==> src/rtl/csel_pkg.sv <==
package csel_pkg;

    // Default operand width and section width.
    parameter int CSEL_WIDTH = 16;
    parameter int CSEL_SEC_W = 4;

    // Arithmetic operation selected by the mode input.
    typedef enum logic {
        OP_ADD = 1'b0,
        OP_SUB = 1'b1
    } op_e;

endpackage

==> src/rtl/csel_gp_unit.sv <==
// Per-bit generate, propagate and half-sum terms for one section.
module csel_gp_unit #(
    parameter int SEC_W = 4
) (
    input  logic [SEC_W-1:0] a_i,
    input  logic [SEC_W-1:0] b_i,
    output logic [SEC_W-1:0] gen_o,
    output logic [SEC_W-1:0] prop_o,
    output logic [SEC_W-1:0] hsum_o
);

    assign gen_o  = a_i & b_i;
    assign prop_o = a_i | b_i;
    assign hsum_o = a_i ^ b_i;

endmodule

==> src/rtl/csel_chain.sv <==
// Ripple carry chain for one section, with a constant assumed carry-in.
module csel_chain #(
    parameter int SEC_W = 4,
    parameter bit CIN   = 1'b0
) (
    input  logic [SEC_W-1:0] gen_i,
    input  logic [SEC_W-1:0] prop_i,
    input  logic [SEC_W-1:0] hsum_i,
    output logic [SEC_W-1:0] sum_o,
    output logic             cout_o
);

    logic [SEC_W:0] carry;

    always_comb begin
        carry[0] = CIN;
        for (int i = 0; i < SEC_W; i++) begin
            carry[i+1] = gen_i[i] | (prop_i[i] & carry[i]);
        end
    end

    assign sum_o  = hsum_i ^ carry[SEC_W-1:0];
    assign cout_o = carry[SEC_W];

endmodule

==> src/rtl/csel_section.sv <==
// One carry-select section: two speculative chains and a result multiplexer.
module csel_section #(
    parameter int SEC_W = 4
) (
    input  logic [SEC_W-1:0] a_i,
    input  logic [SEC_W-1:0] b_i,
    input  logic             cin_i,
    output logic [SEC_W-1:0] sum_o,
    output logic             cout_o
);

    localparam int NUM_SPEC = 2;

    logic [SEC_W-1:0] gen;
    logic [SEC_W-1:0] prop;
    logic [SEC_W-1:0] hsum;
    logic [SEC_W-1:0] spec_sum  [NUM_SPEC];
    logic             spec_cout [NUM_SPEC];

    csel_gp_unit #(
        .SEC_W (SEC_W)
    ) u_gp (
        .a_i    (a_i),
        .b_i    (b_i),
        .gen_o  (gen),
        .prop_o (prop),
        .hsum_o (hsum)
    );

    // Index 0 assumes an incoming carry of 0, index 1 assumes 1.
    for (genvar k = 0; k < NUM_SPEC; k++) begin : g_spec
        csel_chain #(
            .SEC_W (SEC_W),
            .CIN   (k == 1)
        ) u_chain (
            .gen_i  (gen),
            .prop_i (prop),
            .hsum_i (hsum),
            .sum_o  (spec_sum[k]),
            .cout_o (spec_cout[k])
        );
    end

    assign sum_o  = cin_i ? spec_sum[1]  : spec_sum[0];
    assign cout_o = cin_i ? spec_cout[1] : spec_cout[0];

endmodule

==> src/rtl/csel_addsub.sv <==
// Combinational carry-select adder/subtractor. WIDTH must be a multiple of SEC_W.
module csel_addsub
    import csel_pkg::*;
#(
    parameter int WIDTH = CSEL_WIDTH,
    parameter int SEC_W = CSEL_SEC_W
) (
    input  logic [WIDTH-1:0] opa_i,
    input  logic [WIDTH-1:0] opb_i,
    input  logic             sub_i,
    output logic [WIDTH-1:0] res_o,
    output logic             cout_o,
    output logic             ovf_o
);

    localparam int NUM_SEC = WIDTH / SEC_W;
    localparam int MSB     = WIDTH - 1;

    op_e              op;
    logic [WIDTH-1:0] opb_eff;
    logic [NUM_SEC:0] sec_carry;
    logic             carry_into_msb;

    assign op           = sub_i ? OP_SUB : OP_ADD;
    assign opb_eff      = (op == OP_SUB) ? ~opb_i : opb_i;
    assign sec_carry[0] = (op == OP_SUB);

    for (genvar s = 0; s < NUM_SEC; s++) begin : g_sec
        csel_section #(
            .SEC_W (SEC_W)
        ) u_section (
            .a_i    (opa_i[s*SEC_W +: SEC_W]),
            .b_i    (opb_eff[s*SEC_W +: SEC_W]),
            .cin_i  (sec_carry[s]),
            .sum_o  (res_o[s*SEC_W +: SEC_W]),
            .cout_o (sec_carry[s+1])
        );
    end

    // Recover the carry into the top bit from its sum bit.
    assign carry_into_msb = res_o[MSB] ^ opa_i[MSB] ^ opb_eff[MSB];
    assign cout_o         = sec_carry[NUM_SEC];
    assign ovf_o          = carry_into_msb ^ cout_o;

endmodule

==> config.mk <==
export PLATFORM = sky130hd
export DESIGN_NAME = csel_addsub
export DESIGN_NICKNAME = d
export VERILOG_FILES = /design/src/rtl/csel_pkg.sv /design/src/rtl/csel_gp_unit.sv /design/src/rtl/csel_chain.sv /design/src/rtl/csel_section.sv /design/src/rtl/csel_addsub.sv
export SDC_FILE = /design/constraint.sdc
export NUM_CORES = 1
export LEC_CHECK = 0
export BUFFER_PORTS_ARGS = -buffer_cell sky130_fd_sc_hd__buf_2
export CORE_ASPECT_RATIO = 1.2
export CORE_UTILIZATION = 51
export DETAILED_ROUTE_END_ITERATION = 16
export PLACE_DENSITY = 0.95
export RECOVER_POWER = 100
export REMOVE_ABC_BUFFERS = 1
export SYNTH_ARGS = -nofsm -noshare
export SYNTH_HDL_FRONTEND = slang
export SYNTH_SLANG_ARGS = --single-unit
==> constraint.sdc <==
create_clock -name vclk -period 12.5
set_input_delay 2.5 -clock vclk [all_inputs]
set_output_delay 2.5 -clock vclk [all_outputs]
set_load 0.02 [all_outputs]
==> results of run 1 <==
[power groups by stage]
stage	logic (W)	registers [W]	clock network, W
floorplan	0.0000661	0	0
global placement	0.0000931	0	0
detailed placement	0.0000974	0	0
CTS	0.0000978	0	0
global route	0.000103	0	0
finish	0.0000916	0	0
[cell usage after synthesis (all sizes together)]
| library cell | instances |
|---|---|
| a21oi | 5 |
| buf | 2 |
| fa | 4 |
| ha | 24 |
| inv | 33 |
| mux2i | 2 |
| nand2b | 1 |
| nor2 | 3 |
| o21ba | 2 |
| o21bai | 3 |
| or2b | 1 |
| xnor2 | 17 |
| xor2 | 14 |
[kinds of logic (layout without fill, tap and decap cells)]
kind of cell | after synthesis | count (layout) | synth area share
xor+xnor | 31 | 31 | 0.312
fa+ha+maj | 28 | 28 | 0.409
mux | 2 | 2 | 0.0215
simple gates | 5 | 5 | 0.0269
buf+inv | 35 | 84 | 0.157
compound gates | 10 | 10 | 0.0727
[per-layer routing]
metal | wire (um) | track usage | up-vias
li1 | - | - | 420
met1 | 555 | 0.151 | 366
met2 | 903 | 0.401 | 47
met3 | 197 | 0.0228 | 0
met4 | 0 | 0 | 0
met5 | 0 | 0 | -
[worst paths after layout]
check	from	endpoint	slack, ns	depth (start not counted)
setup / recovery	sub_i	ovf_o	1.44	27
hold / removal	opa_i[0]	res_o[1]	5.46	4
[cell type report]
| class | instances | area (um2) |
|---|---|---|
| inverter | 33 | 124 |
| fill | 145 | 498 |
| multi-input combinational | 76 | 783 |
| tap | 18 | 22.5 |
| timing repair buffer | 51 | 234 |
[through the flow]
stage               hold slack (ns)  setup WS (ns)  cells
CTS                            5.46           1.94    178
global placement               5.45           2.22    178
detailed placement             5.46           1.97    178
floorplan                      5.13           2.75    109
global route                   5.51          0.875    178
finish                         5.46           1.44    178
[critical path: cells and delay by family]
family	cells	cell delay (ns)
adder cells (fa/ha/maj)	5	1.82
AO/OA/AOI/OAI	10	1.38
buffers and inverters	3	1.28
XOR/XNOR	4	0.79
AND/OR/NAND/NOR	4	0.52
multiplexers	1	0.28
==> impl_metrics.ini, run 1 <==
[power]
p_total_w = 0.0000916
p_leak_nw = 0.690
p_switching_w = 0.0000576
power_frac_clock = 0
ir_drop_mv = 0.0546
p_per_area_nw_per_um2 = 78.7
internal_power_w = 0.0000340
power_frac_seq = 0
p_comb_frac = 1.000
netSwitchingFraction = 0.629

[timing]
setup_viol = 0
rsz0062_at_grt = no
worst_pin_slew_ns = 1.35
finalMaxSlewViolations = 0
setup_tns_ns = 0
finalCritPeriodShare = 0.885
hold_viol = 0
relSlewSlack = 0.0996
period_minus_slack_ns = 11.06
fmax_mhz = 90.4

[finish]
regArea_um2 = 0
clock_buffers = 0
n_antenna_cell = 0
finish.utilization = 0.700
mostFrequentLayoutCells = 34 x buf_2, 33 x inv_1, 24 x ha_1
sequential_cell_total = 0
fin_nets = 223
drive_gt1_frac = 0.219
syn2layout_area_growth_pct = 25.2
final_common_cell = buf_2
fin_area_um2 = 1160

[cts]
post-cts-setup-buffers = 0
ctsHoldBuffers = 0
cts_resized = 0

[grt]
grt_start_max_net_pins = 21
grt_overflow = 0
antenna_found_initial = 0
grt_pass1_wl_um = 2790
track_usage = 0.182
grt_pass1_vias = 870

[floorplanning]
core_um2 = 1660
pin_count = 51
fp.dieH_um = 48.8
die-area_um2 = 2000
die_width_um = 41.0
start_util = 0.559
fp-row-count = 16

[yosys]
syn_inst = 111
ys_types = 15
synthTopCellsByArea = ha_1 32%, xnor2_1 16%, inv_1 13%
avgSynthCellArea_um2 = 8.38
yosys_warnings = 0
yosysSeqAreaShare = 0
yosys.area.top_type = ha_1
netlist.area_leader.share = 0.323
netlist_area_um2 = 930

[worst_setup_path]
path_max_fanout = 20
start_kind = primary input
required_ns = 10.00
cp_slowest_stage_delay_ns = 0.96
arrival_ns = 8.56
worst_path_most_repeated_cell = a21oi_1
critPathKind = primary input to output pin
end_kind = output pin
cp_slowest_cell = clkbuf_1

[place]
portBuffers = 51
dp_hpwl_um = 1550
place_congestion = 0.646
dpl_cell_area_um2 = 1180

[route]
drt-initial-drc-count = 5
ant_nets = 0
wl_um = 1660
vias = 833
drc = 0
avgViaCountPerCell = 4.68
wl_per_cell_um = 9.30
drt_pass1_iterations = 4

[hold_path]
hold_path_class = primary input to output pin

[run]
maxCapViolCount = 0

[status]
status = finished clean
Note: power is estimated with default switching activity, not from simulation.
==> run 2, diff against run 1 <==
--- a/config.mk
+++ b/config.mk
@@ -5,9 +5,13 @@
 export SDC_FILE = /design/constraint.sdc
 export NUM_CORES = 1
 export LEC_CHECK = 0
+export ABC_CLOCK_PERIOD_IN_PS = 12500
 export BUFFER_PORTS_ARGS = -buffer_cell sky130_fd_sc_hd__buf_2
+export CAP_MARGIN = 20
+export CELL_PAD_IN_SITES_DETAIL_PLACEMENT = 1
+export CELL_PAD_IN_SITES_GLOBAL_PLACEMENT = 2
 export CORE_ASPECT_RATIO = 1.2
-export CORE_UTILIZATION = 51
+export CORE_UTILIZATION = 27
 export DETAILED_ROUTE_END_ITERATION = 16
 export PLACE_DENSITY = 0.95
 export RECOVER_POWER = 100
==> impl_metrics.ini, run 2 (same netlist as run 1, synthesis figures left out) <==
[status]
status = finished clean

[worst_setup_path]
end_kind = output pin
crit_end = ovf_o
arrival_ns = 8.63
critPathKind = primary input to output pin
path_max_fanout = 20
cp_slowest_stage_delay_ns = 1.01
required_ns = 10.00
cp_slowest_cell = clkbuf_1
worst_path_most_repeated_cell = a21oi_1
crit_start = sub_i
start_kind = primary input

[timing]
setup_ws_ns = 1.37
fmax_mhz = 89.9
setup_tns_ns = 0
hold_viol = 0
rsz0062_at_grt = no
worst_pin_slew_ns = 1.42
finalCritPeriodShare = 0.890
finalMaxSlewViolations = 0
relSlewSlack = 0.0508
period_minus_slack_ns = 11.13
setup_viol = 0

[grt]
track_usage = 0.109
grt_pass1_vias = 910
grt_pass1_wl_um = 3430
grt_start_max_net_pins = 21
grt_overflow = 0
antenna_found_initial = 0

[place]
place_congestion = 0.660
place_ws_ns = 1.81
dp_hpwl_um = 1820
portBuffers = 51

[power]
power_frac_clock = 0
p_per_area_nw_per_um2 = 77.9
ir_drop_mv = 0.0306
internal_power_w = 0.0000347
p_switching_w = 0.0000580
p_leak_nw = 0.692
p_comb_frac = 1.000
power_frac_seq = 0
netSwitchingFraction = 0.626

[finish]
syn2layout_area_growth_pct = 27.9
n_antenna_cell = 0
final_common_cell = buf_2
mostFrequentLayoutCells = 35 x buf_2, 33 x inv_1, 24 x ha_1
sequential_cell_total = 0
fin_nets = 223
drive_gt1_frac = 0.225
clock_buffers = 0
regArea_um2 = 0

[floorplanning]
pin_count = 51
die_width_um = 55.6
fp-row-count = 23
die-area_um2 = 3680
fp.dieH_um = 66.3
core_um2 = 3310
start_util = 0.281

[run]
maxCapViolCount = 0

[cts]
post-cts-setup-buffers = 0
ctsHoldBuffers = 0
cts_resized = 0

[hold_path]
hold_path_class = primary input to output pin

[route]
vias = 844
ant_nets = 0
drt_pass1_iterations = 3
avgViaCountPerCell = 4.28
drt-initial-drc-count = 1
wl_um = 1950
drc = 0
wl_per_cell_um = 9.89
==> run 2: cell count changes in the layout (fill, tap and decap cells not counted), sizes merged <==
cell    before  now
clkbuf      17   16
buf         34   35
==> run 2: worst max-delay path: cells and delay by family <==
kind,cells,cell delay (ns)
XOR/XNOR,4,0.77
buffers and inverters,3,1.28
AND/OR/NAND/NOR,4,0.54
adder cells (fa/ha/maj),5,1.87
multiplexers,1,0.25
AO/OA/AOI/OAI,10,1.41
==> run 2: metal layers <==
layer / GRT usage / vias up / wire length, um
li1: - / 419 / -
met1: 0.113 / 389 / 667
met2: 0.242 / 36 / 1130
met3: 0.0117 / 0 / 149
met4: 0 / 0 / 0
met5: 0 / - / 0
==> run 2: power by group through the flow <==
stage               Combinational (W)  Clock (W)  Sequential [W]
floorplan                   0.0000661          0               0
global placement            0.0000950          0               0
detailed placement          0.0000985          0               0
CTS                         0.0000990          0               0
global route                 0.000103          0               0
finish                      0.0000926          0               0
==> run 2: worst min-delay path by stage <==
stage                         from  endpoint  cells after the start
after global placement    opa_i[0]  res_o[1]                      4
after CTS                 opa_i[0]  res_o[1]                      4
after floorplan              sub_i  res_o[0]                      1
after detailed placement  opa_i[0]  res_o[1]                      4
final                     opa_i[0]  res_o[1]                      4
after global routing      opa_i[0]  res_o[1]                      4
==> run 2: stage by stage <==
stage | total power [W] | hold WS, ns | cells | utilization | area (um2)
floorplan | 0.0000661 | 5.13 | 109 | - | 907
global placement | 0.0000950 | 5.45 | 197 | 0.365 | 1210
CTS | 0.0000990 | 5.48 | 197 | 0.365 | 1210
detailed placement | 0.0000985 | 5.48 | 197 | 0.365 | 1210
global route | 0.000103 | 5.51 | 197 | 0.359 | 1190
finish | 0.0000926 | 5.47 | 197 | 0.359 | 1190
==> run 2: layout make-up <==
cell class         instances  area, um2
repair buffers            51        235
inverters                 33        124
multi-input cells         76        783
fillers                  423       2120
well taps                 37       46.3
==> run 3, diff against run 2 <==
--- a/config.mk
+++ b/config.mk
@@ -10,7 +10,6 @@
 export CAP_MARGIN = 20
 export CELL_PAD_IN_SITES_DETAIL_PLACEMENT = 1
 export CELL_PAD_IN_SITES_GLOBAL_PLACEMENT = 2
-export CORE_ASPECT_RATIO = 1.2
 export CORE_UTILIZATION = 27
 export DETAILED_ROUTE_END_ITERATION = 16
 export PLACE_DENSITY = 0.95
==> impl_metrics.ini, run 3 (same netlist as run 1, synthesis figures left out) <==
[worst_setup_path]
critPathKind = primary input to output pin
arrival_ns = 8.54
start_kind = primary input
required_ns = 10.00
end_kind = output pin
path_max_fanout = 20

[timing]
setup_tns_ns = 0
fmax_mhz = 90.6
worst_pin_slew_ns = 1.38
period_minus_slack_ns = 11.04
finalMaxSlewViolations = 0
relSlewSlack = 0.0806
rsz0062_at_grt = no
whs_ns = 5.46
setup_viol = 0
hold_viol = 0
finalCritPeriodShare = 0.883

[floorplanning]
start_util = 0.295
die-area_um2 = 3680
fp-row-count = 20
die_width_um = 60.7
pin_count = 51
fp.dieH_um = 60.7
core_um2 = 3150

[power]
p_leak_nw = 0.692
ir_drop_mv = 0.0459
p_per_area_nw_per_um2 = 77.5
p_total_w = 0.0000928

[status]
status = finished clean

[finish]
stdcell_count = 204
syn2layout_area_growth_pct = 28.8
fin_area_um2 = 1200
sequential_cell_total = 0
drive_gt1_frac = 0.225
n_fill_cell = 432
fin_nets = 223
final_common_cell = buf_2
mostFrequentLayoutCells = 35 x buf_2, 33 x inv_1, 24 x ha_1
regArea_um2 = 0
n_antenna_cell = 0
clock_buffers = 0

[cts]
post-cts-setup-buffers = 0
ctsHoldBuffers = 0
cts_resized = 0

[place]
dpl_cell_area_um2 = 1220
dp_hpwl_um = 1840
place_inst = 204
portBuffers = 51
place_congestion = 0.665

[route]
wl_per_cell_um = 9.58
drc = 0
ant_nets = 0
drt-initial-drc-count = 4
wl_um = 1960
drt_pass1_iterations = 2
avgViaCountPerCell = 4.12
vias = 841

[grt]
grt_start_max_net_pins = 21
antenna_found_initial = 0
grt_pass1_vias = 907
track_usage = 0.116
grt_pass1_wl_um = 3350
grt_overflow = 0

[run]
maxCapViolCount = 0

[hold_path]
hold_path_class = primary input to output pin
-- run 3: cell counts in the layout (fill, tap and decap cells not counted) --
No cell type changed its count.
-- run 3: final timing paths --
check,cells past startpoint,to,startpoint
worst max-delay path,27,ovf_o,sub_i
worst min-delay path,4,res_o[1],opa_i[0]
-- run 3: final cells by class --
type               count  area (um2)  area share
well taps             44        55.1      0.0460
inverters             33         124       0.103
repair buffers        51         235       0.196
multi-input cells     76         783       0.654
-- run 3: power breakdown --
part           leakage [nW]  internal (W)  switching [W]  total (W)
Combinational         0.692     0.0000347      0.0000581  0.0000928
Sequential                0             0              0          0
Clock                     0             0              0          0
Total                 0.692     0.0000347      0.0000581  0.0000928
-- run 3: routing by layer --
layer / wire [um] / share of wire / vias to the layer above / GRT usage
met3: 141 / 0.072 / 0 / 0.0128
met2: 1110 / 0.57 / 33 / 0.262
met5: 0 / 0 / - / 0
met4: 0 / 0 / 0 / 0
met1: 702 / 0.36 / 387 / 0.116
li1: - / - / 421 / -
-- run 3: critical path, stage by stage --
cell and delay [ns]:
clkbuf_1 0.98, xor2_1 0.26, inv_1 0.07, ha_1 0.17, or2b_1 0.23, a21oi_1 0.13, nor2_1 0.08, o21ba_1 0.18
fa_1 0.42, nor2_1 0.11, a21oi_1 0.07, o21bai_1 0.21, a21oi_1 0.12, fa_1 0.42, nor2_1 0.12, a21oi_1 0.07
o21bai_1 0.21, a21oi_1 0.12, fa_1 0.43, mux2i_1 0.26, o21ba_1 0.20, o21bai_1 0.08, fa_1 0.40, xnor2_1 0.18
xnor2_1 0.16, xor2_1 0.17, buf_2 0.18
-- run 3: through the flow --
step                setup WS, ns   util
floorplan                   2.75      -
global placement            2.11  0.386
detailed placement          1.93  0.386
CTS                         1.90  0.386
global route               0.778  0.380
finish                      1.46  0.380
